==> src/rtl/pcap_pkg.sv <==
package pcap_pkg;

    localparam int CNT_W_DEF       = 16;
    localparam int SYNC_STAGES_DEF = 2;

    typedef struct packed {
        logic pending;
        logic overrun;
    } flag_state_t;

    localparam flag_state_t FLAG_IDLE = '{pending: 1'b0, overrun: 1'b0};

    // Next state of the sticky pair: a new edge beats a clear in the same cycle.
    function automatic flag_state_t flag_next(flag_state_t cur, logic hit, logic ack);
        flag_state_t n;
        n.pending = hit | (cur.pending & ~ack);
        n.overrun = ack ? 1'b0 : (cur.overrun | (hit & cur.pending));
        return n;
    endfunction

endpackage

==> src/rtl/pcap_sync.sv <==
module pcap_sync #(
    parameter int STAGES = pcap_pkg::SYNC_STAGES_DEF
) (
    input  logic clk,
    input  logic rst,
    input  logic din,
    output logic dout
);
    logic [STAGES-1:0] chain;

    generate
        if (STAGES < 2) begin : g_bad
            initial $error("pcap_sync needs at least two stages");
        end
    endgenerate

    always_ff @(posedge clk) begin
        if (rst) begin
            chain <= '0;
        end else begin
            chain[0] <= din;
            for (int i = 1; i < STAGES; i++) begin
                chain[i] <= chain[i-1];
            end
        end
    end

    assign dout = chain[STAGES-1];
endmodule

==> src/rtl/pcap_edge.sv <==
module pcap_edge (
    input  logic clk,
    input  logic rst,
    input  logic lvl,
    output logic rise
);
    logic prev;

    always_ff @(posedge clk) begin
        if (rst) prev <= 1'b0;
        else     prev <= lvl;
    end

    assign rise = lvl & ~prev;
endmodule

==> src/rtl/pcap_flag.sv <==
module pcap_flag
    import pcap_pkg::*;
(
    input  logic        clk,
    input  logic        rst,
    input  logic        hit,
    input  logic        ack,
    output flag_state_t state
);
    always_ff @(posedge clk) begin
        if (rst) state <= FLAG_IDLE;
        else     state <= flag_next(state, hit, ack);
    end

    assert_edge_sets_R2: assert property (@(posedge clk) disable iff (rst)
        hit |=> state.pending);
    assert_hold_R4: assert property (@(posedge clk) disable iff (rst)
        state.pending && !ack |=> state.pending);
    assert_clear_wins_R5: assert property (@(posedge clk) disable iff (rst)
        ack && !hit |=> !state.pending);
    assert_same_cycle_R6: assert property (@(posedge clk) disable iff (rst)
        ack && hit |=> state.pending && !state.overrun);
    assert_overrun_set_R7: assert property (@(posedge clk) disable iff (rst)
        hit && state.pending && !ack |=> state.overrun);
    assert_overrun_clear_R8: assert property (@(posedge clk) disable iff (rst)
        ack |=> !state.overrun);
endmodule

==> src/rtl/pcap_counter.sv <==
module pcap_counter #(
    parameter int CNT_W = pcap_pkg::CNT_W_DEF
) (
    input  logic             clk,
    input  logic             rst,
    input  logic             inc,
    output logic [CNT_W-1:0] count
);
    always_ff @(posedge clk) begin
        if (rst)      count <= '0;
        else if (inc) count <= count + CNT_W'(1);
    end

    assert_one_step_R3: assert property (@(posedge clk) disable iff (rst)
        inc |=> count == $past(count) + CNT_W'(1));
    assert_idle_stable_R9: assert property (@(posedge clk) disable iff (rst)
        !inc |=> $stable(count));
endmodule

==> src/rtl/pulse_capture_flag.sv <==
module pulse_capture_flag
    import pcap_pkg::*;
#(
    parameter int CNT_W       = CNT_W_DEF,
    parameter int SYNC_STAGES = SYNC_STAGES_DEF
) (
    input  logic             clk,
    input  logic             rst,
    input  logic             req_async,
    input  logic             clr_wr,
    output logic             flag_o,
    output logic             overrun_o,
    output logic [CNT_W-1:0] evt_count_o
);
    logic        req_sync;
    logic        req_rise;
    flag_state_t fstate;

    pcap_sync #(.STAGES(SYNC_STAGES)) u_sync (
        .clk  (clk),
        .rst  (rst),
        .din  (req_async),
        .dout (req_sync)
    );

    pcap_edge u_edge (
        .clk  (clk),
        .rst  (rst),
        .lvl  (req_sync),
        .rise (req_rise)
    );

    pcap_flag u_flag (
        .clk   (clk),
        .rst   (rst),
        .hit   (req_rise),
        .ack   (clr_wr),
        .state (fstate)
    );

    pcap_counter #(.CNT_W(CNT_W)) u_cnt (
        .clk   (clk),
        .rst   (rst),
        .inc   (req_rise),
        .count (evt_count_o)
    );

    assign flag_o    = fstate.pending;
    assign overrun_o = fstate.overrun;

    assert_overrun_needs_flag_R7: assert property (@(posedge clk) disable iff (rst)
        overrun_o |-> flag_o);
    assert_no_double_event_R3: assert property (@(posedge clk) disable iff (rst)
        req_rise |=> !req_rise);
endmodule

==> config.mk <==
export PLATFORM = sky130hd
export DESIGN_NAME = pulse_capture_flag
export DESIGN_NICKNAME = d
export VERILOG_FILES = /design/src/rtl/pcap_pkg.sv /design/src/rtl/pcap_sync.sv /design/src/rtl/pcap_edge.sv /design/src/rtl/pcap_flag.sv /design/src/rtl/pcap_counter.sv /design/src/rtl/pulse_capture_flag.sv
export SDC_FILE = /design/constraint.sdc
export NUM_CORES = 1
export LEC_CHECK = 0
export BUFFER_PORTS_ARGS = -buffer_cell sky130_fd_sc_hd__buf_4
export CAP_MARGIN = 20
export CORE_UTILIZATION = 40
export DETAILED_ROUTE_END_ITERATION = 16
export PLACE_DENSITY = 0.67
export SYNTH_ARGS = -nofsm -noshare
export SYNTH_HDL_FRONTEND = slang
export SYNTH_SLANG_ARGS = --single-unit
==> constraint.sdc <==
create_clock -name clk -period 4.7 [get_ports clk]
set_clock_uncertainty 0.1 [all_clocks]
set_input_delay 0 -clock clk [delete_from_list [all_inputs] [get_ports clk]]
set_output_delay 0 -clock clk [all_outputs]
set_load 0.005 [all_outputs]
==> results of run 1 <==
[layout make-up]
| type | count | share of cell area |
|---|---|---|
| clock buffer | 4 | 0.0234 |
| inverter | 3 | 0.0100 |
| tap | 27 | 0.0301 |
| multi-input combinational | 67 | 0.378 |
| sequential | 21 | 0.374 |
| timing repair buffer | 26 | 0.185 |
[worst register-to-register path: cells and delay by family, from the launching register on]
family	cells	cell delay, ns
compound gates	1	0.16
simple gates	3	0.89
fa+ha+maj	1	0.20
flops	1	0.41
[cell usage after synthesis]
master and instances:
o31ai_1 5, nand4b_1 1, nand3_1 4, or2_1 1, and4b_1 2, dfxtp_1 21, or4_1 5, nor3_1 2
xor2_1 6, mux2i_1 1, ha_1 1, clkbuf_1 2, nand4_1 3, buf_6 1, nand4_2 1, nor4_1 1
nor2b_1 4, nand2_1 6, nor2_1 12, inv_1 3, xnor2_1 4, and4_1 1, a21oi_1 7
[repair_timing]
item | CTS | global route
setup endpoints to repair | 0 | 0
hold buffers | 5 | 0
hold endpoints to repair | 21 | 0
resized for setup | 0 | 0
[metrics by stage]
step / total power, uW / instances / worst slack (ns) / cell area, um^2 / utilization
6_report: 281 / 148 / 2.88 / 1120 / 0.561
5_1_grt: 294 / 148 / 2.76 / 1120 / 0.561
4_1_cts: 283 / 148 / 2.88 / 1120 / 0.561
3_5_place_dp: 196 / 139 / 2.92 / 1050 / 0.523
3_3_place_gp: 195 / 139 / 2.94 / 1050 / 0.523
2_1_floorplan: 191 / 94 / 3.01 / 875 / -
[routing by layer]
layer  part of all wire  vias up
met5                  0        -
met4              0.013        0
met3              0.043        2
met2               0.45       16
met1               0.50      340
li1                   -      386
[flip-flops by register name, summed over array words and instances (netlist names)]
name and count:
u_edge.prev 1, u_flag.state 2, u_sync.chain 2, u_cnt.count 16
[cells by family after synthesis]
| kind of cell | after synthesis | synth area share |
|---|---|---|
| adders and majority gates | 1 | 0.0143 |
| buffers and inverters | 6 | 0.0343 |
| DFF | 21 | 0.481 |
| muxes | 1 | 0.0114 |
| xor gates and xnor gates | 10 | 0.100 |
| and+or+nand+nor | 43 | 0.276 |
| AOI/OAI and AO/OA | 12 | 0.0830 |
[worst min path at each step]
stage / from / endpoint / cells past startpoint
final: u_sync.chain[0]$_SDFF_PP0_ / u_sync.chain[1]$_SDFF_PP0_ / 1
after global routing: u_sync.chain[0]$_SDFF_PP0_ / u_sync.chain[1]$_SDFF_PP0_ / 1
after CTS: u_sync.chain[0]$_SDFF_PP0_ / u_sync.chain[1]$_SDFF_PP0_ / 1
after detailed placement: clr_wr / u_flag.state[0]$_SDFF_PP0_ / 2
after global placement: clr_wr / u_flag.state[0]$_SDFF_PP0_ / 2
after floorplan: rst / u_edge.prev$_SDFF_PP0_ / 1
[cells in the final DEF (no fill, tap or decap)]
cell / n
clkbuf_4: 3
o31ai_1: 5
nand2_1: 6
mux2i_1: 1
buf_4: 21
nand4b_1: 1
ha_1: 1
inv_1: 3
or2_1: 1
nand4_1: 3
nand4_2: 1
a21oi_1: 7
nor2b_1: 4
or4_1: 5
nand3_1: 4
clkbuf_1: 1
and4_1: 1
xor2_1: 6
and4b_1: 2
nor3_1: 2
dlygate4sd3_1: 5
nor4_1: 1
xnor2_1: 4
nor2_1: 12
dfxtp_1: 21
[power breakdown]
part	internal [uW]	total (uW)	leakage (uW)	switching, uW
sequential	180	182	0.000170	1.65
combinational	7.12	12.7	0.000258	5.62
clock	33.1	86.7	0.0000150	53.5
total	220	281	0.000443	60.8
==> summary.md, run 1 <==
| Metric | Value |
|---|---|
| Input/output buffers | `21` |
| Final setup fails | `0` |
| Tot GR Track Use | `0.166` |
| Root Driver | `clkbuf_4` |
| Cell Pwr Density | `250 mW/mm^2` |
| Crit path from | `u_cnt.count[0]$_SDFFE_PP0P_` |
| Fin crit period | `1.82 ns` |
| Share of cells above drive strength 1 | `0.207` |
| Area Growth Syn to Fin | `28.5%` |
| Busiest grt layer | `met2` |
| Overflow after GRT | `0` |
| Clk_lat worst skew | `0.30 ns` |
| Distinct cells, synth | `23` |
| DIE HEIGHT | `48.8 um` |
| Measured slew at the worst slew-check pin | `0.425 ns` |
| Syn nets | `99` |
| Starting density of the core | `0.437` |
| Initial DRC Count | `10` |
| Worst Hold Slack | `0.353 ns` |
| Fillers | `198` |
| Largest net degree at the start of global routing | `22` |
| R2r worst-path depth | `5` |
| Top cells by area, synth | `dfxtp_1, xor2_1, nor2_1, o31ai_1, or4_1` |
| Fmax | `549 MHz` |
| Clk sinks | `21` |
| Vias/cell | `5.03` |
| CTS tree | `yes` |
| Worst Path Required | `4.84 ns` |
| CTS clk-pin slew, worst paths | `0.11 ns` |
| Drt total wl | `1740 um` |
| Clock tree buffer depth | `2` |
| I/O pin total | `22` |
| Antenna Nets Post-Route | `0` |
| Crit Path Class | `reg -> reg` |
| Setup bufs post-CTS | `0` |
| Vias | `744` |
| Area leader, netlist | `dfxtp_1` |
| Top cell type's share of synthesized area | `0.481` |
| RR Startpoint | `u_cnt.count[0]$_SDFFE_PP0P_` |
| Syn Inst Count | `94` |
| Ant diodes | `0` |
| Levels on crit path | `5` |
| Synth Register Bits | `21` |
| Crit path DAT | `1.96 ns` |
| RR Endpoint | `u_cnt.count[14]$_SDFFE_PP0P_` |
| Unrepaired setup endpoints after global routing | `false` |
| Num rows | `16` |
| CP peak stage delay | `0.50 ns` |
| Initial antenna violation count | `0` |
| Crit path max-delay family | `simple AND/OR/NAND/NOR gates` |
| GPL Wtd Cong | `0.754` |
| M1 GR Usage | `0.226` |
| Sequential-to-total area share from yosys stat | `0.481` |
| CP Cell Sequence | `ha_1 -> and4b_1 -> nand2_1 -> or4_1 -> a21oi_1` |
| Peak VDD IR | `0.180 mV` |
| Post-DP HPWL | `1190 um` |
| Core region area | `0.00200 mm^2` |
| TNS Setup | `0 ns` |
| Grt met3 use | `0.0377` |
| Detailed Routing Iterations Pass 1 | `4` |
| DR DRC count | `0` |
| Cell area after synthesis | `875 um^2` |
| Status | `complete, no violations` |
| Final slew viol count | `0` |
| Max cap viols | `0` |
| Final worst-path cycle share | `0.387` |
| Final hold vios | `0` |
| DR WL/cell | `11.8 um` |
| Number of global-route vias before repair | `670` |
| P_leak | `0.000443 uW` |
| H-Tree Level Count | `1` |
| CP startpoint kind | `flip-flop` |
| Crit path to | `u_cnt.count[14]$_SDFFE_PP0P_` |
| CP max stage cell | `or4_1` |
| Slew HR | `0.716` |
| R2R Setup Slk | `2.88 ns` |
| Synth warnings | `0` |
| First-pass GRT wire length | `3060 um` |
| Die area | `0.00238 mm^2` |
| Crit Path Max Fanout | `4` |
| Worst Hold Class | `reg -> reg` |
| Cts bufs inserted | `3` |
| CP Buf/Inv Count | `0` |
| Width of the die | `48.8 um` |
| Post-Syn Area per Cell | `9.30 um^2` |
| Area of the multi-input gates | `424 um^2` |
| Register Area | `420 um^2` |
| Critical Path Sink Type | `flip-flop` |
| Met2 Use GR | `0.248` |
| Nets | `127` |
(Power assumes the default switching activity.)
==> run 2: changes to the inputs <==
--- a/config.mk
+++ b/config.mk
@@ -9,7 +9,7 @@
 export CAP_MARGIN = 20
 export CORE_UTILIZATION = 40
 export DETAILED_ROUTE_END_ITERATION = 16
-export PLACE_DENSITY = 0.67
+export PLACE_DENSITY = 0.69
 export SYNTH_ARGS = -nofsm -noshare
 export SYNTH_HDL_FRONTEND = slang
 export SYNTH_SLANG_ARGS = --single-unit
==> constraint.sdc (replaced) <==
create_clock -name clk -period 1.5 [get_ports clk]
set_clock_uncertainty 0.1 [all_clocks]
set_input_delay 0 -clock clk [delete_from_list [all_inputs] [get_ports clk]]
set_output_delay 0 -clock clk [all_outputs]
set_load 0.005 [all_outputs]
==> summary.md, run 2 (synthesized netlist as in run 1, its figures left out) <==
| Metric | Value |
|---|---|
| Most common cell after layout, fill and taps aside | `buf_4` |
| Largest net degree at the start of global routing | `22 (unchanged)` |
| Fmax | `624 MHz (+14%)` |
| Worst Path Required | `1.64 ns (-3.20 ns)` |
| Final slew viol count | `0 (unchanged)` |
| Vias/cell | `5.05 (+0.50%)` |
| CP peak stage delay | `0.52 ns (+0.02 ns)` |
| CTS tree | `yes` |
| Final setup fails | `4 (+4)` |
| Largest register by flop count | `u_cnt.count` |
| Crit Path Class | `reg -> reg` |
| Antenna Nets Post-Route | `0 (unchanged)` |
| Finished Cell Area | `0.00141 mm^2 (+25%)` |
| Input/output buffers | `21 (unchanged)` |
| Clk_lat worst skew | `0.31 ns (about the same)` |
| Max reg flops | `16 (unchanged)` |
| Unrepaired setup endpoints after global routing | `true` |
| Critical Path Sink Type | `flip-flop` |
| Nets | `152 (+20%)` |
| Die area | `0.00238 mm^2 (unchanged)` |
| Final worst setup slack | `-0.102 ns (-2.98 ns)` |
| Clock tree buffer depth | `2 (unchanged)` |
| H-Tree Level Count | `1 (unchanged)` |
| Post-DP Area | `0.00125 mm^2 (+19%)` |
| CP max stage cell | `or4_4` |
| I/O pin total | `22 (unchanged)` |
| Fillers | `165 (-17%)` |
| Slew HR | `0.702 (-0.0146)` |
| Share of cells above drive strength 1 | `0.507 (+0.300)` |
| Area Growth Syn to Fin | `60.7%` |
| Measured slew at the worst slew-check pin | `0.447 ns (+0.0218 ns)` |
| CP Cell Sequence | `nand4_4 -> or2_4 -> or4_4 -> a21oi_2` |
| Cts bufs inserted | `3 (unchanged)` |
| Fin crit period | `1.60 ns (-0.219 ns)` |
| DR WL/cell | `12.6 um (+6.9%)` |
| Final hold vios | `0 (unchanged)` |
| DR DRC count | `0 (unchanged)` |
| Failing checks | `negative setup slack` |
| Crit path max-delay family | `simple AND/OR/NAND/NOR gates` |
| Ant diodes | `0 (unchanged)` |
| GPL Wtd Cong | `0.787 (+4.3%)` |
| Initial DRC Count | `10 (unchanged)` |
| Biggest regs | `u_cnt.count: 16 flops, u_flag.state: 2 flops, u_sync.chain: 2 flops` |
| Cell Pwr Density | `626 mW/mm^2 (+150%)` |
| Width of the die | `48.8 um (unchanged)` |
| Clk sinks | `21 (unchanged)` |
| Crit Path Max Fanout | `7 (+3)` |
| Num rows | `16 (unchanged)` |
| Worst Hold Class | `in -> reg` |
| Vias | `874 (+17%)` |
| Worst Hold Slack | `0.305 ns (-0.0488 ns)` |
| CTS clk-pin slew, worst paths | `0.12 ns (about the same)` |
| Core region area | `0.00200 mm^2 (unchanged)` |
| Crit path DAT | `1.75 ns (-0.21 ns)` |
| Max cap viols | `0 (unchanged)` |
| Tot GR Track Use | `0.188 (+0.0225)` |
| Starting density of the core | `0.437 (unchanged)` |
| Drt total wl | `2170 um (+25%)` |
| Core Util, Final | `0.702 (+0.141)` |
| Peak VDD IR | `0.593 mV (+230%)` |
| CP Buf/Inv Count | `0 (unchanged)` |
| Detailed Routing Iterations Pass 1 | `3 (-1)` |
| CP startpoint kind | `flip-flop` |
| Initial antenna violation count | `0 (unchanged)` |
| Root Driver | `clkbuf_4` |
| Post-DP HPWL | `1490 um (+25%)` |
| Final worst-path cycle share | `1.07 (+0.681)` |
| Status | `finished with violations` |
| DIE HEIGHT | `48.8 um (unchanged)` |
| P_leak | `0.000605 uW (+37%)` |
| Most frequent cells in the layout | `buf_4, nor2_1, dfxtp_1` |
| First-pass GRT wire length | `3460 um (+13%)` |
| Number of global-route vias before repair | `818 (+22%)` |
| Dpl cells | `160 (+15%)` |
| Final Instance Count excl. Fillers | `173 (+17%)` |
| Overflow after GRT | `0 (unchanged)` |
run 2: changes by cell type in the layout (fill, tap and decap cells not counted), moves of 4 or more:
cell / previous run / this run
dfxtp_4: 0 / 4
buf_4: 21 / 47
dfxtp_2: 0 / 5
dfxtp_1: 21 / 12
run 2: cell type report:
class,count,area (um^2),share of cell area
Clock buffer,3,22.5,0.0160
Clock inverter,1,5.00,0.00356
Inverter,3,11.3,0.00801
Multi-Input combinational cell,67,498,0.354
Sequential cell,21,442,0.314
Tap cell,27,33.8,0.0240
Timing Repair Buffer,51,393,0.280
run 2: path summary, 6_finish.rpt:
path / from / endpoint / slack [ns] / cells after the start
setup / recovery: u_cnt.count[5]$_SDFFE_PP0P_ / u_cnt.count[13]$_SDFFE_PP0P_ / -0.10 / 4
hold / removal: clr_wr / u_flag.state[0]$_SDFF_PP0_ / 0.30 / 3
setup reg to reg: u_cnt.count[5]$_SDFFE_PP0P_ / u_cnt.count[13]$_SDFFE_PP0P_ / -0.10 / 4
hold reg to reg: u_sync.chain[0]$_SDFF_PP0_ / u_sync.chain[1]$_SDFF_PP0_ / 0.35 / 1
run 2: repair_timing:
item | in CTS | in global routing
endpoints found under the setup margin | 4 | 9
hold buffers | 4 | 0
gates resized for setup | 2 | 12
pin swaps | 2 | 13
buffers inserted | 4 | 2
endpoints found under the hold margin | 21 | 0
run 2: per-layer routing:
layer,GRT usage,vias to the layer above,part of all wire
met4,0.103,0,0.022
met3,0.0220,5,0.034
met2,0.329,18,0.51
met1,0.222,408,0.43
met5,0,-,0
li1,-,443,-
run 2: where the power goes:
| part | total (uW) | internal (uW) | switching, uW |
|---|---|---|---|
| Sequential | 563 | 558 | 4.80 |
| Clock | 268 | 99.5 | 169 |
| Combinational | 48.2 | 27.1 | 21.0 |
run 2: worst register-to-register path: cells and delay by family, from the launching register on:
kind | cells | cell delay [ns]
DFF | 1 | 0.41
and+or+nand+nor | 3 | 0.89
AOI/OAI and AO/OA | 1 | 0.14
run 2: per-stage QoR:
stage,setup WS (ns),total power [uW],TNS (ns)
3_3_place_gp,-0.0454,612,-0.0758
2_1_floorplan,-0.0473,594,-0.123
4_1_cts,-0.0760,888,-0.211
3_5_place_dp,-0.0639,614,-0.213
6_report,-0.102,879,-0.322
5_1_grt,-0.152,923,-0.669
